File: config.mk
export PLATFORM = sky130hd
export DESIGN_NAME = keyed_wdog
export DESIGN_NICKNAME = d
export VERILOG_FILES = /design/src/rtl/wdog_pkg.sv /design/src/rtl/wdog_key_fsm.sv /design/src/rtl/wdog_counter.sv /design/src/rtl/wdog_ctrl.sv /design/src/rtl/keyed_wdog.sv
export SDC_FILE = /design/constraint.sdc
export NUM_CORES = 1
export LEC_CHECK = 0
export BUFFER_PORTS_ARGS = -buffer_cell sky130_fd_sc_hd__clkbuf_2
export CORE_UTILIZATION = 47
export CTS_CLUSTER_DIAMETER = 120
export DETAILED_ROUTE_END_ITERATION = 8
export GPL_TIMING_DRIVEN = 0
export HOLD_SLACK_MARGIN = 0.1
export PLACE_DENSITY = 0.82
export SYNTH_ARGS = -nofsm -noshare
export SYNTH_HDL_FRONTEND = slang
export SYNTH_SLANG_ARGS = --single-unit
File: constraint.sdc
create_clock -name clk -period 1.8 [get_ports clk]
set_input_delay 0.18 -clock clk [delete_from_list [all_inputs] [get_ports clk]]
set_output_delay 0.18 -clock clk [all_outputs]
set_load 0.02 [all_outputs]
File: src/rtl/wdog_pkg.sv
package wdog_pkg;

   typedef enum logic [1:0] {
      ADDR_KEY  = 2'd0,
      ADDR_CTRL = 2'd1,
      ADDR_STAT = 2'd2,
      ADDR_NONE = 2'd3
   } wd_addr_e;

   typedef enum logic {
      KEY_IDLE  = 1'b0,
      KEY_ARMED = 1'b1
   } key_state_e;

endpackage

File: src/rtl/wdog_key_fsm.sv
module wdog_key_fsm
   import wdog_pkg::*;
#(
   parameter int                KEY_W   = 8,
   parameter logic [KEY_W-1:0]  ARM_KEY = 'h55,
   parameter logic [KEY_W-1:0]  CLR_KEY = 'hAA
) (
   input  logic             clk,
   input  logic             arst_n,
   input  logic             key_wr,
   input  logic [KEY_W-1:0] key_data,
   output logic             clr_pulse,
   output logic             armed
);

   key_state_e state_q;

   initial begin
      assert (ARM_KEY != CLR_KEY) else $error("arm and clear keys must differ");
   end

   always_ff @(posedge clk or negedge arst_n) begin
      if (!arst_n)
         state_q <= KEY_IDLE;
      else if (key_wr)
         state_q <= (key_data == ARM_KEY) ? KEY_ARMED : KEY_IDLE;
   end

   assign armed     = (state_q == KEY_ARMED);
   assign clr_pulse = key_wr && armed && (key_data == CLR_KEY);


   arm_hold_chk: assert property (@(posedge clk) disable iff (!arst_n)
      (key_wr && key_data == ARM_KEY) |=> armed);


   disarm_chk: assert property (@(posedge clk) disable iff (!arst_n)
      (key_wr && key_data != ARM_KEY) |=> !armed);


   key_hold_chk: assert property (@(posedge clk) disable iff (!arst_n)
      !key_wr |=> $stable(armed));

endmodule

File: src/rtl/wdog_counter.sv
module wdog_counter #(
   parameter int CNT_W = 8
) (
   input  logic             clk,
   input  logic             arst_n,
   input  logic             inc,
   input  logic             clr,
   output logic [CNT_W-1:0] count,
   output logic             ovf
);

   localparam logic [CNT_W-1:0] CNT_MAX = {CNT_W{1'b1}};

   initial begin
      assert (CNT_W >= 2) else $error("counter must be at least 2 bits");
   end

   always_ff @(posedge clk or negedge arst_n) begin
      if (!arst_n)
         count <= '0;
      else if (clr)
         count <= '0;
      else if (inc)
         count <= count + CNT_W'(1);
   end

   assign ovf = inc && !clr && (count == CNT_MAX);


   clr_zero_chk: assert property (@(posedge clk) disable iff (!arst_n)
      clr |=> (count == '0));


   inc_step_chk: assert property (@(posedge clk) disable iff (!arst_n)
      (inc && !clr) |=> (count == CNT_W'($past(count) + 1)));


   hold_chk: assert property (@(posedge clk) disable iff (!arst_n)
      (!inc && !clr) |=> $stable(count));


   ovf_wrap_chk: assert property (@(posedge clk) disable iff (!arst_n)
      ovf |=> (count == '0));

endmodule

File: src/rtl/wdog_ctrl.sv
module wdog_ctrl #(
   parameter int               DATA_W         = 8,
   parameter int               CHK_W          = 3,
   parameter int               CHK_LSB        = 2,
   parameter logic [CHK_W-1:0] CHK_VAL        = 'b101,
   parameter int               RUN_BIT        = 0,
   parameter int               MODE_BIT       = 1,
   parameter bit               RST_MODE_FIXED = 1'b0,
   parameter bit               RUN_DEFAULT    = 1'b1
) (
   input  logic              clk,
   input  logic              arst_n,
   input  logic              por_n,
   input  logic              ctrl_wr,
   input  logic [DATA_W-1:0] ctrl_data,
   input  logic              flag_clr,
   input  logic              ovf,
   output logic              run,
   output logic              rst_mode,
   output logic              rst_req,
   output logic              cause_flag
);

   localparam int CHK_MSB = CHK_LSB + CHK_W - 1;

   logic chk_ok;
   logic bad_chk;
   logic fire;
   logic unused_data;

   initial begin
      assert (CHK_MSB < DATA_W) else $error("check field outside data word");
      assert (RUN_BIT < DATA_W && MODE_BIT < DATA_W) else $error("control bit outside data word");
      assert (RUN_BIT != MODE_BIT) else $error("run and mode bits overlap");
      assert (RUN_BIT < CHK_LSB || RUN_BIT > CHK_MSB) else $error("run bit inside check field");
   end

   assign chk_ok      = (ctrl_data[CHK_MSB:CHK_LSB] == CHK_VAL);
   assign bad_chk     = ctrl_wr && !chk_ok;
   assign unused_data = ^ctrl_data;

   always_ff @(posedge clk or negedge arst_n) begin
      if (!arst_n)
         run <= RUN_DEFAULT;
      else if (ctrl_wr && chk_ok)
         run <= ctrl_data[RUN_BIT];
   end

   generate
      if (RST_MODE_FIXED) begin : g_mode_fixed
         assign rst_mode = 1'b1;
      end else begin : g_mode_prog
         logic mode_q;
         always_ff @(posedge clk or negedge arst_n) begin
            if (!arst_n)
               mode_q <= 1'b1;
            else if (ctrl_wr && chk_ok)
               mode_q <= ctrl_data[MODE_BIT];
         end
         assign rst_mode = mode_q;
      end
   endgenerate

   assign fire = rst_mode && (ovf || bad_chk);

   always_ff @(posedge clk or negedge arst_n) begin
      if (!arst_n)
         rst_req <= 1'b0;
      else
         rst_req <= fire;
   end

   always_ff @(posedge clk or negedge por_n) begin
      if (!por_n)
         cause_flag <= 1'b0;
      else if (fire)
         cause_flag <= 1'b1;
      else if (flag_clr)
         cause_flag <= 1'b0;
   end


   req_flag_chk: assert property (@(posedge clk) disable iff (!arst_n)
      rst_req |-> cause_flag);


   flag_sticky_chk: assert property (@(posedge clk) disable iff (!por_n)
      (cause_flag && !flag_clr) |=> cause_flag);


   badchk_req_chk: assert property (@(posedge clk) disable iff (!arst_n)
      (rst_mode && bad_chk) |=> rst_req);


   ctrl_keep_chk: assert property (@(posedge clk) disable iff (!arst_n)
      bad_chk |=> ($stable(run) && $stable(rst_mode)));


   nomode_chk: assert property (@(posedge clk) disable iff (!arst_n)
      !rst_mode |=> !rst_req);

endmodule

File: src/rtl/keyed_wdog.sv
module keyed_wdog
   import wdog_pkg::*;
#(
   parameter int                CNT_W          = 8,
   parameter int                DATA_W         = 8,
   parameter logic [DATA_W-1:0] ARM_KEY        = 'h55,
   parameter logic [DATA_W-1:0] CLR_KEY        = 'hAA,
   parameter int                CHK_W          = 3,
   parameter int                CHK_LSB        = 2,
   parameter logic [CHK_W-1:0]  CHK_VAL        = 'b101,
   parameter int                RUN_BIT        = 0,
   parameter int                MODE_BIT       = 1,
   parameter int                FLAG_CLR_BIT   = 0,
   parameter bit                RST_MODE_FIXED = 1'b0
) (
   input  logic              clk,
   input  logic              rst_n,
   input  logic              por_n,
   input  logic              tick,
   input  logic              wr_en,
   input  logic [1:0]        wr_addr,
   input  logic [DATA_W-1:0] wr_data,
   output logic [CNT_W-1:0]  wdog_count,
   output logic              rst_req,
   output logic              cause_flag
);

   wd_addr_e addr;
   logic     arst_n;
   logic     key_wr;
   logic     ctrl_wr;
   logic     flag_clr;
   logic     clr_pulse;
   logic     armed;
   logic     run;
   logic     rst_mode;
   logic     inc;
   logic     ovf;

   initial begin
      assert (FLAG_CLR_BIT < DATA_W) else $error("flag clear bit outside data word");
   end

   assign arst_n   = rst_n & por_n;
   assign addr     = wd_addr_e'(wr_addr);
   assign key_wr   = wr_en && (addr == ADDR_KEY);
   assign ctrl_wr  = wr_en && (addr == ADDR_CTRL);
   assign flag_clr = wr_en && (addr == ADDR_STAT) && wr_data[FLAG_CLR_BIT];
   assign inc      = tick && run;

   wdog_key_fsm #(
      .KEY_W   (DATA_W),
      .ARM_KEY (ARM_KEY),
      .CLR_KEY (CLR_KEY)
   ) u_key (
      .clk       (clk),
      .arst_n    (arst_n),
      .key_wr    (key_wr),
      .key_data  (wr_data),
      .clr_pulse (clr_pulse),
      .armed     (armed)
   );

   wdog_counter #(
      .CNT_W (CNT_W)
   ) u_cnt (
      .clk    (clk),
      .arst_n (arst_n),
      .inc    (inc),
      .clr    (clr_pulse),
      .count  (wdog_count),
      .ovf    (ovf)
   );

   wdog_ctrl #(
      .DATA_W         (DATA_W),
      .CHK_W          (CHK_W),
      .CHK_LSB        (CHK_LSB),
      .CHK_VAL        (CHK_VAL),
      .RUN_BIT        (RUN_BIT),
      .MODE_BIT       (MODE_BIT),
      .RST_MODE_FIXED (RST_MODE_FIXED),
      .RUN_DEFAULT    (1'b1)
   ) u_ctrl (
      .clk        (clk),
      .arst_n     (arst_n),
      .por_n      (por_n),
      .ctrl_wr    (ctrl_wr),
      .ctrl_data  (wr_data),
      .flag_clr   (flag_clr),
      .ovf        (ovf),
      .run        (run),
      .rst_mode   (rst_mode),
      .rst_req    (rst_req),
      .cause_flag (cause_flag)
   );


   clr_wins_chk: assert property (@(posedge clk) disable iff (!arst_n)
      (key_wr && armed && wr_data == CLR_KEY) |=> (wdog_count == '0 && !rst_req));


   clr_disarm_chk: assert property (@(posedge clk) disable iff (!arst_n)
      clr_pulse |=> !armed);

endmodule

Word level (Yosys, flattened, before mapping)
Cells that the tools add are included.

word-level totals
  logic and storage cells = 37
  register bits = 13
  output and inout bits = 10

operators by class
  bitwise gates (word level) = 1
  add/sub/neg operators = 1
  reduce and logical (&&, ||, !) cells = 18
  multiplexer cells = 5
  equality and inequality tests = 6

operators by type and width
  operator                                                         count
  8-bit == test, second input constant                             2
  8-bit two-way mux                                                2
  1-bit logical AND                                                12
  8-bit by 1-bit adder with 8-bit output, second input constant    1
  8-bit by 7-bit == test with 1-bit output, second input constant  1
  2-bit nonzero test                                               2
  3-bit == test, second input constant                             1
  1-bit two-way mux                                                3
  2-bit by 1-bit == test with 1-bit output, second input constant  1
  2-bit == test, second input constant                             1
  1-bit zero test                                                  2
  2-bit zero test                                                  1
  1-bit AND                                                        1
  1-bit logical OR                                                 1

Logic depth before layout (Yosys ltp)
Gate-level depths: netlist (run 1).

  word-level depth = 10
  gate-level depth with buffers = 4

Hierarchy
From an unflattened synthesis (run 1), not the netlist that was laid out.

unflattened totals
  cells, all modules = 65
  area total of the unflattened synthesis = 729.4 µm²

modules (own cells, without submodules)
  module        cells an instance  sequential area each (µm²)  times used  area each (µm²)
  wdog_counter  39                 200.2                       1           404.1
  wdog_ctrl     12                 102.6                       1           187.7
  wdog_key_fsm  9                  25.0                        1           97.6
  keyed_wdog    5                  0.0                         1           40.0

Worst setup path after synthesis (run 1)
No wires, ideal clock.

  path type = reg2reg
  start = reg u_cnt.count[0]
  end = reg u_ctrl.cause_flag
  data arrival time = 1.489 ns
  buffers on the path = 0
  stages on the path, launching flop included = 5
  clock period less this slack = 1.569 ns
  path slack = 0.231 ns
  path through = dfrtp_1 -> ha_1 -> nand3_2 -> or4_1 -> o211ai_2

on the way
  longest elaborated chain between the ends = 5

RTL lines
  item                                                     line                RTL
  start, declared                                          wdog_counter.sv:8   output logic [CNT_W-1:0] count,
  start signal, assigned                                   wdog_counter.sv:24  count <= count + CNT_W'(1);
  8-bit == test *                                          wdog_counter.sv:27  assign ovf = inc && !clr && (count == CNT_MAX);
  1-bit logical AND *                                      wdog_counter.sv:27
  1-bit logical OR *                                       wdog_ctrl.sv:64     assign fire = rst_mode && (ovf || bad_chk);
  1-bit logical AND *                                      wdog_ctrl.sv:64
  1-bit two-way mux or 2-bit nonzero test (tied branches)  n/a
  end signal, assigned                                     wdog_ctrl.sv:75     cause_flag <= 1'b0;
  end signal, assigned                                     wdog_ctrl.sv:77     cause_flag <= 1'b1;
  end signal, assigned                                     wdog_ctrl.sv:79     cause_flag <= 1'b0;
  end, declared                                            wdog_ctrl.sv:21     output logic cause_flag

Mark *: on every way between the ends. The rest lies on a longest branch, timed or not.
A chain may end at the register's enable or synchronous reset.

Worst setup path after layout (run 1)
Same ends and word-level chain as after synthesis.

==> flow_metrics.env, run 1 <==
export IMPL_status="completed"
export IMPL_synth_yosys_seq_area_share=0.475
export IMPL_cts_buffer_depth=2
export IMPL_peakVddDrop_uv=556
export IMPL_switching_share=0.377
export IMPL_dr_pass1_iters=4
export IMPL_worst_pin_slew_ps=621
export IMPL_cts_sinks=13
export IMPL_dpl_hpwl_um=1150
export IMPL_final_util=0.657
export IMPL_cp_end_kind="flip-flop"
export IMPL_final_layout_size_suffix_gt1_frac=0.389
export IMPL_arrival_ps=1760
export IMPL_busiest_layer="met2"
export IMPL_whs_path_depth=2
export IMPL_start_kind="flip-flop"
export IMPL_synth_nets=81
export IMPL_grt_pass1_vias=554
export IMPL_syn2layout_area_growth_pct=26.8
export IMPL_finalSetupViolations=0
export IMPL_regArea_sq_um=328
export IMPL_drc_errors=0
export IMPL_multiInputGateArea_sq_um=359
export IMPL_num_rows=13
export IMPL_cts_clk_slew_worst_paths_ps=80
export IMPL_grt_ovfl_total=0
export IMPL_p_sw_mw=0.341
export IMPL_maxCapViolations=0
export IMPL_track_usage=0.208
export IMPL_dr_first_iter_drc_count=4
export IMPL_vias_per_cell=5.75
export IMPL_grt_pass1_wl_um=2200
export IMPL_ant_nets=0
export IMPL_place_congestion=0.812
export IMPL_timing_final_crit_period_ps=1560
export IMPL_dpl_instance_area_sq_um=830
export IMPL_cp_num_cells=4
export IMPL_die_h_um=40.3
export IMPL_setup_tns_ps=0
export IMPL_coreArea_sq_um=1330
export IMPL_pwr_share_clk=0.199
export IMPL_antenna_found_initial=0
export IMPL_total_power_mw=0.903
export IMPL_criticalPathCategory="flip-flop to flip-flop"
export IMPL_finalHoldViolCount=0
export IMPL_h_tree_depth=1
export IMPL_internal_power_mw=0.562
export IMPL_start_util=0.518
export IMPL_cts_setup_buffers=0
export IMPL_die_w_um=40.3
export IMPL_path_max_fanout=6
export IMPL_seq_power_share=0.478
export IMPL_place_inst=104
export IMPL_period_share=0.865
export IMPL_critical_path_top_delay_family="simple AND/OR/NAND/NOR gates"
export IMPL_reg2reg_depth=4
export IMPL_die_area_sq_um=1630
export IMPL_cts_made_buffers=3
export IMPL_wl_per_cell_um=13.1
export IMPL_ys_warnings_count=0
export IMPL_p_leak_nw=0.412
export IMPL_grt_util_met2=0.353
export IMPL_diodes=0
export IMPL_pwr_share_comb=0.323
export IMPL_power_density_nw_per_um2=1030
export IMPL_fin_ws_ps=243
export IMPL_rsz0062_at_grt="false"
export IMPL_synth_distinct_cells=31
export IMPL_max_freq_ghz=0.642
export IMPL_cts_tree="built"
export IMPL_pin_count=25
export IMPL_fin_skew_ps=0.611
export IMPL_fin_hold_ws_ps=168
export IMPL_vias=633
export IMPL_place_ws_ps=234
export IMPL_wl_um=1440
export IMPL_max_stage_delay_ps=590
export IMPL_root_buffer="clkbuf_4"
export IMPL_min_path_type="primary input to flip-flop"
export IMPL_met1_usage=0.234
export IMPL_synthCells=65
export IMPL_ys_ff_latch=13
export IMPL_final_cell_count_no_fill=110
export IMPL_timing_slew_headroom=0.583
export IMPL_clk_latency_ps=270
export IMPL_fillerInstances=110
export IMPL_final_max_slew_viol_count=0
export IMPL_fin_area_sq_um=876
export IMPL_met3_usage=0.0500
export IMPL_grt_max_degree=13
export IMPL_critPathSlowestCell="or4_1"
export IMPL_worstPathCellList="ha_1 -> nand3_2 -> or4_1 -> o211ai_2"
export IMPL_fin_nets=112
export IMPL_syn_cell_area_sq_um=691
export IMPL_io_buffers=24
export IMPL_crit_buf_inv=0
export IMPL_avgSynthCellArea_sq_um=10.6
export IMPL_worstPathRequired_ps=2000
[power by group through the flow]
stage                     combinational [mW]  sequential (mW)  clock, mW
after floorplan                        0.123            0.494          0
after global placement                 0.280            0.432          0
after detailed placement               0.291            0.439          0
after CTS                              0.295            0.433      0.185
after global routing                   0.320            0.444      0.200
final                                  0.292            0.431      0.180
[registers in the layout, indices dropped and copies added, names as in the netlist]
register           flops
u_ctrl.run             1
u_ctrl.rst_req         1
u_key.armed            1
u_cnt.count            8
u_ctrl.rst_mode        1
u_ctrl.cause_flag      1
[area by class of cell]
| cell class | count | area share |
|---|---|---|
| Multi-Input combinational cell | 51 | 0.410 |
| Sequential cell | 13 | 0.374 |
| Timing Repair Buffer | 26 | 0.160 |
| Clock buffer | 4 | 0.0300 |
| Tap cell | 15 | 0.0214 |
| Inverter | 1 | 0.00429 |
[worst paths after layout]
| check | slack (ps) | end | start |
|---|---|---|---|
| setup / recovery | 240 | u_ctrl.cause_flag | u_cnt.count[0] |
| hold / removal | 170 | u_ctrl.rst_mode | wr_data[1] |
| setup reg to reg | 240 | u_ctrl.cause_flag | u_cnt.count[0] |
| hold reg to reg | 490 | u_key.armed | u_key.armed |
| max in group asynchronous | 900 | u_ctrl.run | por_n |
| min in group asynchronous | 220 | u_ctrl.cause_flag | por_n |
[per-layer routing]
layer / part of all wire / wire (um)
met1: 0.44 / 632
met2: 0.50 / 723
met3: 0.040 / 57
met4: 0.017 / 25
met5: 0 / 0
[placed cells by master, fill, tap and decap left out, drive strengths merged]
cell type	synthesis	layout
clkbuf	0	28
dfrtp	11	11
nand2	7	7
a21oi	6	6
nand3	5	5
o21ai	4	4
or4	3	3
or3	3	3
mux2	2	2
nor2	2	2
o31ai	2	2
dlygate4sd3	0	2
dfstp	2	2
or3b	2	2
nor4	2	2
nand4bb	1	1
nand3b	1	1
and3b	1	1
and2	1	1
nor2b	1	1
nand4b	1	1
o211ai	1	1
xor2	1	1
nand4	1	1
inv	1	1
xnor2	1	1
or4bb	1	1
a21o	1	1
ha	1	1
[synthesized netlist by cell type]
master	instances	area (sq um)
nand3_1	4	20.0
nor2_1	2	7.51
dfstp_2	2	52.6
a21o_2	1	8.76
or3b_1	1	8.76
o21ai_0	3	15.0
nand3_2	1	10.0
nor4_1	1	6.26
and2_1	1	6.26
inv_1	1	3.75
nand4b_1	1	8.76
nand3b_1	1	7.51
ha_1	1	12.5
a21oi_1	6	30.0
or3b_4	1	11.3
or4_1	3	22.5
nor4_4	1	21.3
xor2_1	1	8.76
or3_1	3	18.8
nor2b_1	1	6.26
o31ai_1	2	15.0
o211ai_2	1	12.5
xnor2_1	1	8.76
nand4_1	1	6.26
nand2_1	7	26.3
dfrtp_1	11	275
o21ai_1	1	5.00
mux2_2	2	22.5
or4bb_1	1	11.3
nand4bb_1	1	11.3
and3b_2	1	10.0
[cell families (layout without fill, tap and decap cells)]
kind of cell / Yosys count / after routing / share of synthesized area
AND/OR/NAND/NOR: 32 / 32 / 0.319
AO/OA/AOI/OAI: 14 / 14 / 0.125
flip-flops: 13 / 13 / 0.475
XOR/XNOR: 2 / 2 / 0.0254
multiplexers: 2 / 2 / 0.0326
adder cells (fa/ha/maj): 1 / 1 / 0.0181
buffers and inverters: 1 / 31 / 0.00543
[repair_timing]
item	in CTS	in global routing
gates resized for setup	0	0
hold endpoints to repair	11	0
hold buffers	2	0
(Power assumes the default switching activity.)
==> run 2: changes to the inputs <==
- BUFFER_PORTS_ARGS: -buffer_cell sky130_fd_sc_hd__clkbuf_2 -> -buffer_cell sky130_fd_sc_hd__buf_4
==> flow_metrics.env, run 2 (same netlist as run 1, synthesis figures left out) <==
export IMPL_fillerInstances=105
export IMPL_p_leak_nw=0.428
export IMPL_timing_slew_headroom=0.596
export IMPL_seq_power_share=0.457
export IMPL_cts_setup_buffers=0
export IMPL_criticalPathCategory="flip-flop to flip-flop"
export IMPL_timing_final_crit_period_ps=1600
export IMPL_drc_errors=0
export IMPL_h_tree_depth=1
export IMPL_power_density_nw_per_um2=1010
export IMPL_grt_max_degree=13
export IMPL_pwr_share_comb=0.356
export IMPL_pin_count=25
export IMPL_max_freq_ghz=0.625
export IMPL_worst_pin_slew_ps=602
export IMPL_regArea_sq_um=328
export IMPL_cts_made_buffers=3
export IMPL_cts_clk_slew_worst_paths_ps=80
export IMPL_cts_tree="built"
export IMPL_r2r_start="u_cnt.count[0]"
export IMPL_total_power_mw=0.946
export IMPL_io_buffers=24
export IMPL_cp_end_kind="flip-flop"
export IMPL_routed_top_layer="met4"
export IMPL_largest_register_ffs=8
export IMPL_wl_um=1540
export IMPL_hold_end="u_ctrl.rst_mode"
export IMPL_vias_per_cell=5.68
export IMPL_finalHoldViolCount=0
export IMPL_switching_share=0.364
export IMPL_ant_nets=0
export IMPL_dr_first_iter_drc_count=15
export IMPL_worstPathRequired_ps=1990
export IMPL_regMostFlops="u_cnt.count"
export IMPL_cts_sinks=13
export IMPL_grt_pass1_vias=557
export IMPL_fin_nets=112
export IMPL_status="completed"
export IMPL_dr_pass1_iters=4
export IMPL_period_share=0.889
export IMPL_reg2reg_depth=4
export IMPL_pwr_share_clk=0.187
export IMPL_maxCapViolations=0
export IMPL_clk_latency_ps=260
export IMPL_die_w_um=40.3
export IMPL_internal_power_mw=0.602
export IMPL_syn2layout_area_growth_pct=35.5
export IMPL_num_rows=13
export IMPL_coreArea_sq_um=1330
export IMPL_whs_path_depth=2
export IMPL_grt_pass1_wl_um=2320
export IMPL_cts_buffer_depth=2
export IMPL_root_buffer="clkbuf_4"
export IMPL_start_util=0.518
export IMPL_fin_skew_ps=2.38
export IMPL_place_congestion=0.850
export IMPL_grt_ovfl_total=0
export IMPL_post_cts_resized=0
export IMPL_final_layout_size_suffix_gt1_frac=0.389
export IMPL_start_kind="flip-flop"
export IMPL_track_usage=0.216
export IMPL_antenna_found_initial=0
export IMPL_wl_per_cell_um=14.0
export IMPL_multiInputGateArea_sq_um=359
export IMPL_min_path_type="primary input to flip-flop"
export IMPL_die_area_sq_um=1630
export IMPL_final_common_cell="buf_4"
export IMPL_final_max_slew_viol_count=0
export IMPL_reg2reg_to="u_ctrl.cause_flag"
export IMPL_p_sw_mw=0.344
export IMPL_mostFrequentLayoutCells="24 x buf_4, 11 x dfrtp_1, 7 x nand2_1"
export IMPL_vias=625
export IMPL_met3WireLength_um=54
export IMPL_dpl_hpwl_um=1200
export IMPL_wl_met1_um=661
export IMPL_arrival_ps=1790
export IMPL_rsz0062_at_grt="false"
export IMPL_peakVddDrop_uv=547
export IMPL_hold_start="wr_data[1]"
export IMPL_diodes=0
export IMPL_route_met2_wl_um=808
export IMPL_die_h_um=40.3
export IMPL_rrSetupSlack_ps=200
export IMPL_cts_hold_buf=2
export IMPL_setup_tns_ps=0
export IMPL_path_max_fanout=6
export IMPL_finalSetupViolations=0
-- run 2: stage by stage --
step           hold WS, ps  worst slack [ps]  std cells  utilization  cell area [sq um]
2_1_floorplan         -116               231         65            -                691
3_3_place_gp         -40.6               248        104        0.667                890
3_5_place_dp         -40.6               230        104        0.667                890
4_1_cts                162               209        110        0.702                936
5_1_grt                167               117        110        0.702                936
6_report               161               200        110        0.702                936
-- run 2: layout make-up --
| cell class | count | share of cell area |
|---|---|---|
| clock buffer | 4 | 0.0281 |
| inverter | 1 | 0.00401 |
| multi-input combinational | 51 | 0.384 |
| sequential | 13 | 0.350 |
| tap | 15 | 0.0201 |
| timing repair buffer | 26 | 0.214 |
-- run 2: worst max path at each step --
stage | slack, ps | cells past startpoint | from | end
2_1_floorplan | 230 | 4 | u_cnt.count[0] | u_ctrl.cause_flag
3_3_place_gp | 250 | 4 | wr_addr[1] | u_ctrl.cause_flag
3_5_place_dp | 230 | 4 | u_cnt.count[0] | u_ctrl.cause_flag
4_1_cts | 210 | 4 | u_cnt.count[0] | u_ctrl.cause_flag
6_report | 200 | 4 | u_cnt.count[0] | u_ctrl.cause_flag
5_1_grt | 120 | 4 | u_cnt.count[0] | u_ctrl.cause_flag
-- run 2: routing by layer --
metal / up-vias / global-route usage
li1: 309 / -
met1: 299 / 0.259
met2: 13 / 0.365
met3: 4 / 0.0389
met4: 0 / 0.108
met5: - / 0
-- run 2: worst max-delay path, cell delays in order, from the launching register on --
cell and delay, ps:
dfrtp_1 430, ha_1 190, nand3_2 150, or4_1 600
o211ai_2 160
-- run 2: power groups by stage --
| stage | Sequential (mW) | Clock (mW) | Combinational [mW] |
|---|---|---|---|
| floorplan | 0.494 | 0 | 0.123 |
| global placement | 0.432 | 0 | 0.322 |
| detailed placement | 0.437 | 0 | 0.336 |
| CTS | 0.432 | 0.176 | 0.341 |
| global route | 0.445 | 0.187 | 0.372 |
| finish | 0.432 | 0.177 | 0.337 |
==> run 3: changes to the inputs <==
- CORE_MARGIN: unset -> 5
==> flow_metrics.env, run 3 (same netlist as run 1, synthesis figures left out) <==
export IMPL_cts_tree="built"
export IMPL_largest_register_ffs=8
export IMPL_fillerInstances=111
export IMPL_dpl_hpwl_um=1130
export IMPL_root_buffer="clkbuf_4"
export IMPL_peakVddDrop_uv=652
export IMPL_worst_pin_slew_ps=593
export IMPL_p_sw_mw=0.333
export IMPL_fin_ws_ps=212
export IMPL_final_layout_size_suffix_gt1_frac=0.389
export IMPL_grt_ovfl_total=0
export IMPL_pwr_share_clk=0.183
export IMPL_fin_nets=112
export IMPL_timing_slew_headroom=0.601
export IMPL_finalHoldViolCount=0
export IMPL_power_density_nw_per_um2=999
export IMPL_cp_end_kind="flip-flop"
export IMPL_die_area_sq_um=2340
export IMPL_h_tree_depth=1
export IMPL_clk_latency_ps=260
export IMPL_fin_skew_ps=5.31
export IMPL_ant_nets=0
export IMPL_track_usage=0.130
export IMPL_max_freq_ghz=0.630
export IMPL_cts_sinks=13
export IMPL_criticalPathCategory="flip-flop to flip-flop"
export IMPL_pwr_share_comb=0.355
export IMPL_p_leak_nw=0.428
export IMPL_cts_made_buffers=3
export IMPL_antenna_found_initial=0
export IMPL_path_max_fanout=6
export IMPL_worstPathRequired_ps=1980
export IMPL_period_share=0.882
export IMPL_seq_power_share=0.462
export IMPL_wl_per_cell_um=13.5
export IMPL_mostFrequentLayoutCells="24 x buf_4, 11 x dfrtp_1, 7 x nand2_1"
export IMPL_setup_tns_ps=0
export IMPL_pin_count=25
export IMPL_internal_power_mw=0.602
export IMPL_min_path_type="primary input to flip-flop"
export IMPL_final_common_cell="buf_4"
export IMPL_start_util=0.512
export IMPL_switching_share=0.356
export IMPL_coreArea_sq_um=1350
export IMPL_num_rows=13
export IMPL_grt_pass1_vias=579
export IMPL_cts_buffer_depth=2
export IMPL_io_buffers=24
export IMPL_place_ws_ps=249
export IMPL_grt_max_degree=13
export IMPL_vias=611
export IMPL_finalSetupViolations=0
export IMPL_cts_clk_slew_worst_paths_ps=80
export IMPL_die_w_um=48.3
export IMPL_status="completed"
export IMPL_die_h_um=48.3
export IMPL_arrival_ps=1770
export IMPL_rsz0062_at_grt="false"
export IMPL_final_max_slew_viol_count=0
export IMPL_place_congestion=0.745
export IMPL_start_kind="flip-flop"
export IMPL_dr_pass1_iters=4
export IMPL_timing_final_crit_period_ps=1590
export IMPL_dr_first_iter_drc_count=13
export IMPL_grt_pass1_wl_um=2530
export IMPL_drc_errors=0
export IMPL_vias_per_cell=5.55
export IMPL_post_cts_resized=0
export IMPL_wl_um=1490
export IMPL_maxCapViolations=0
export IMPL_regMostFlops="u_cnt.count"
export IMPL_diodes=0
export IMPL_rrSetupSlack_ps=210
export IMPL_syn2layout_area_growth_pct=35.5
## run 3: cell counts in the layout (fill, tap and decap cells not counted)
Identical to the previous run, type by type.
## run 3: layer usage
metal	vias to the layer above	global-route usage	part of all wire
li1	307	-	-
met1	289	0.170	0.48
met2	13	0.200	0.47
met3	2	0.0428	0.044
met4	0	0.0415	0.0060
met5	-	0	0
## run 3: layout make-up
type | count | area, sq um | area share
well taps | 15 | 18.8 | 0.0201
multi-input cells | 51 | 359 | 0.384
repair buffers | 26 | 200 | 0.214
clock buffers | 4 | 26.3 | 0.0281
inverters | 1 | 3.75 | 0.00401
flip-flops and latches | 13 | 328 | 0.350
## run 3: worst max-delay path, stage by stage, from the launching register on
cell,delay (ps)
dfrtp_1,420
ha_1,190
nand3_2,150
or4_1,590
o211ai_2,160
## run 3: final timing paths
check | depth (start not counted) | start | end
setup / recovery | 4 | u_cnt.count[0] | u_ctrl.cause_flag
hold / removal | 2 | wr_data[1] | u_ctrl.rst_mode
setup reg to reg | 4 | u_cnt.count[0] | u_ctrl.cause_flag
hold reg to reg | 1 | u_key.armed | u_key.armed
max in group asynchronous | 3 | por_n | u_ctrl.run
min in group asynchronous | 2 | por_n | u_ctrl.cause_flag
## run 3: power by group through the flow
| stage | sequential [mW] | clock (mW) | combinational, mW |
|---|---|---|---|
| after detailed placement | 0.435 | 0 | 0.330 |
| after CTS | 0.430 | 0.179 | 0.335 |
| after global routing | 0.441 | 0.194 | 0.360 |
| after floorplan | 0.494 | 0 | 0.123 |
| final | 0.432 | 0.171 | 0.332 |
| after global placement | 0.432 | 0 | 0.324 |
## run 3: repair_timing
| item | 4_1_cts | 5_1_grt |
|---|---|---|
| hold buffers | 2 | 0 |
| buffers inserted | 0 | 0 |
| endpoints found under the hold margin | 11 | 0 |
## run 3: through the flow
stage / power, mW / cells / util / hold slack, ps / area [sq um]
2_1_floorplan: 0.617 / 65 / - / -116 / 691
3_3_place_gp: 0.756 / 104 / 0.659 / -41.3 / 890
3_5_place_dp: 0.766 / 104 / 0.659 / -40.5 / 890
4_1_cts: 0.944 / 110 / 0.693 / 162 / 936
5_1_grt: 0.995 / 110 / 0.693 / 159 / 936
6_report: 0.935 / 110 / 0.693 / 172 / 936
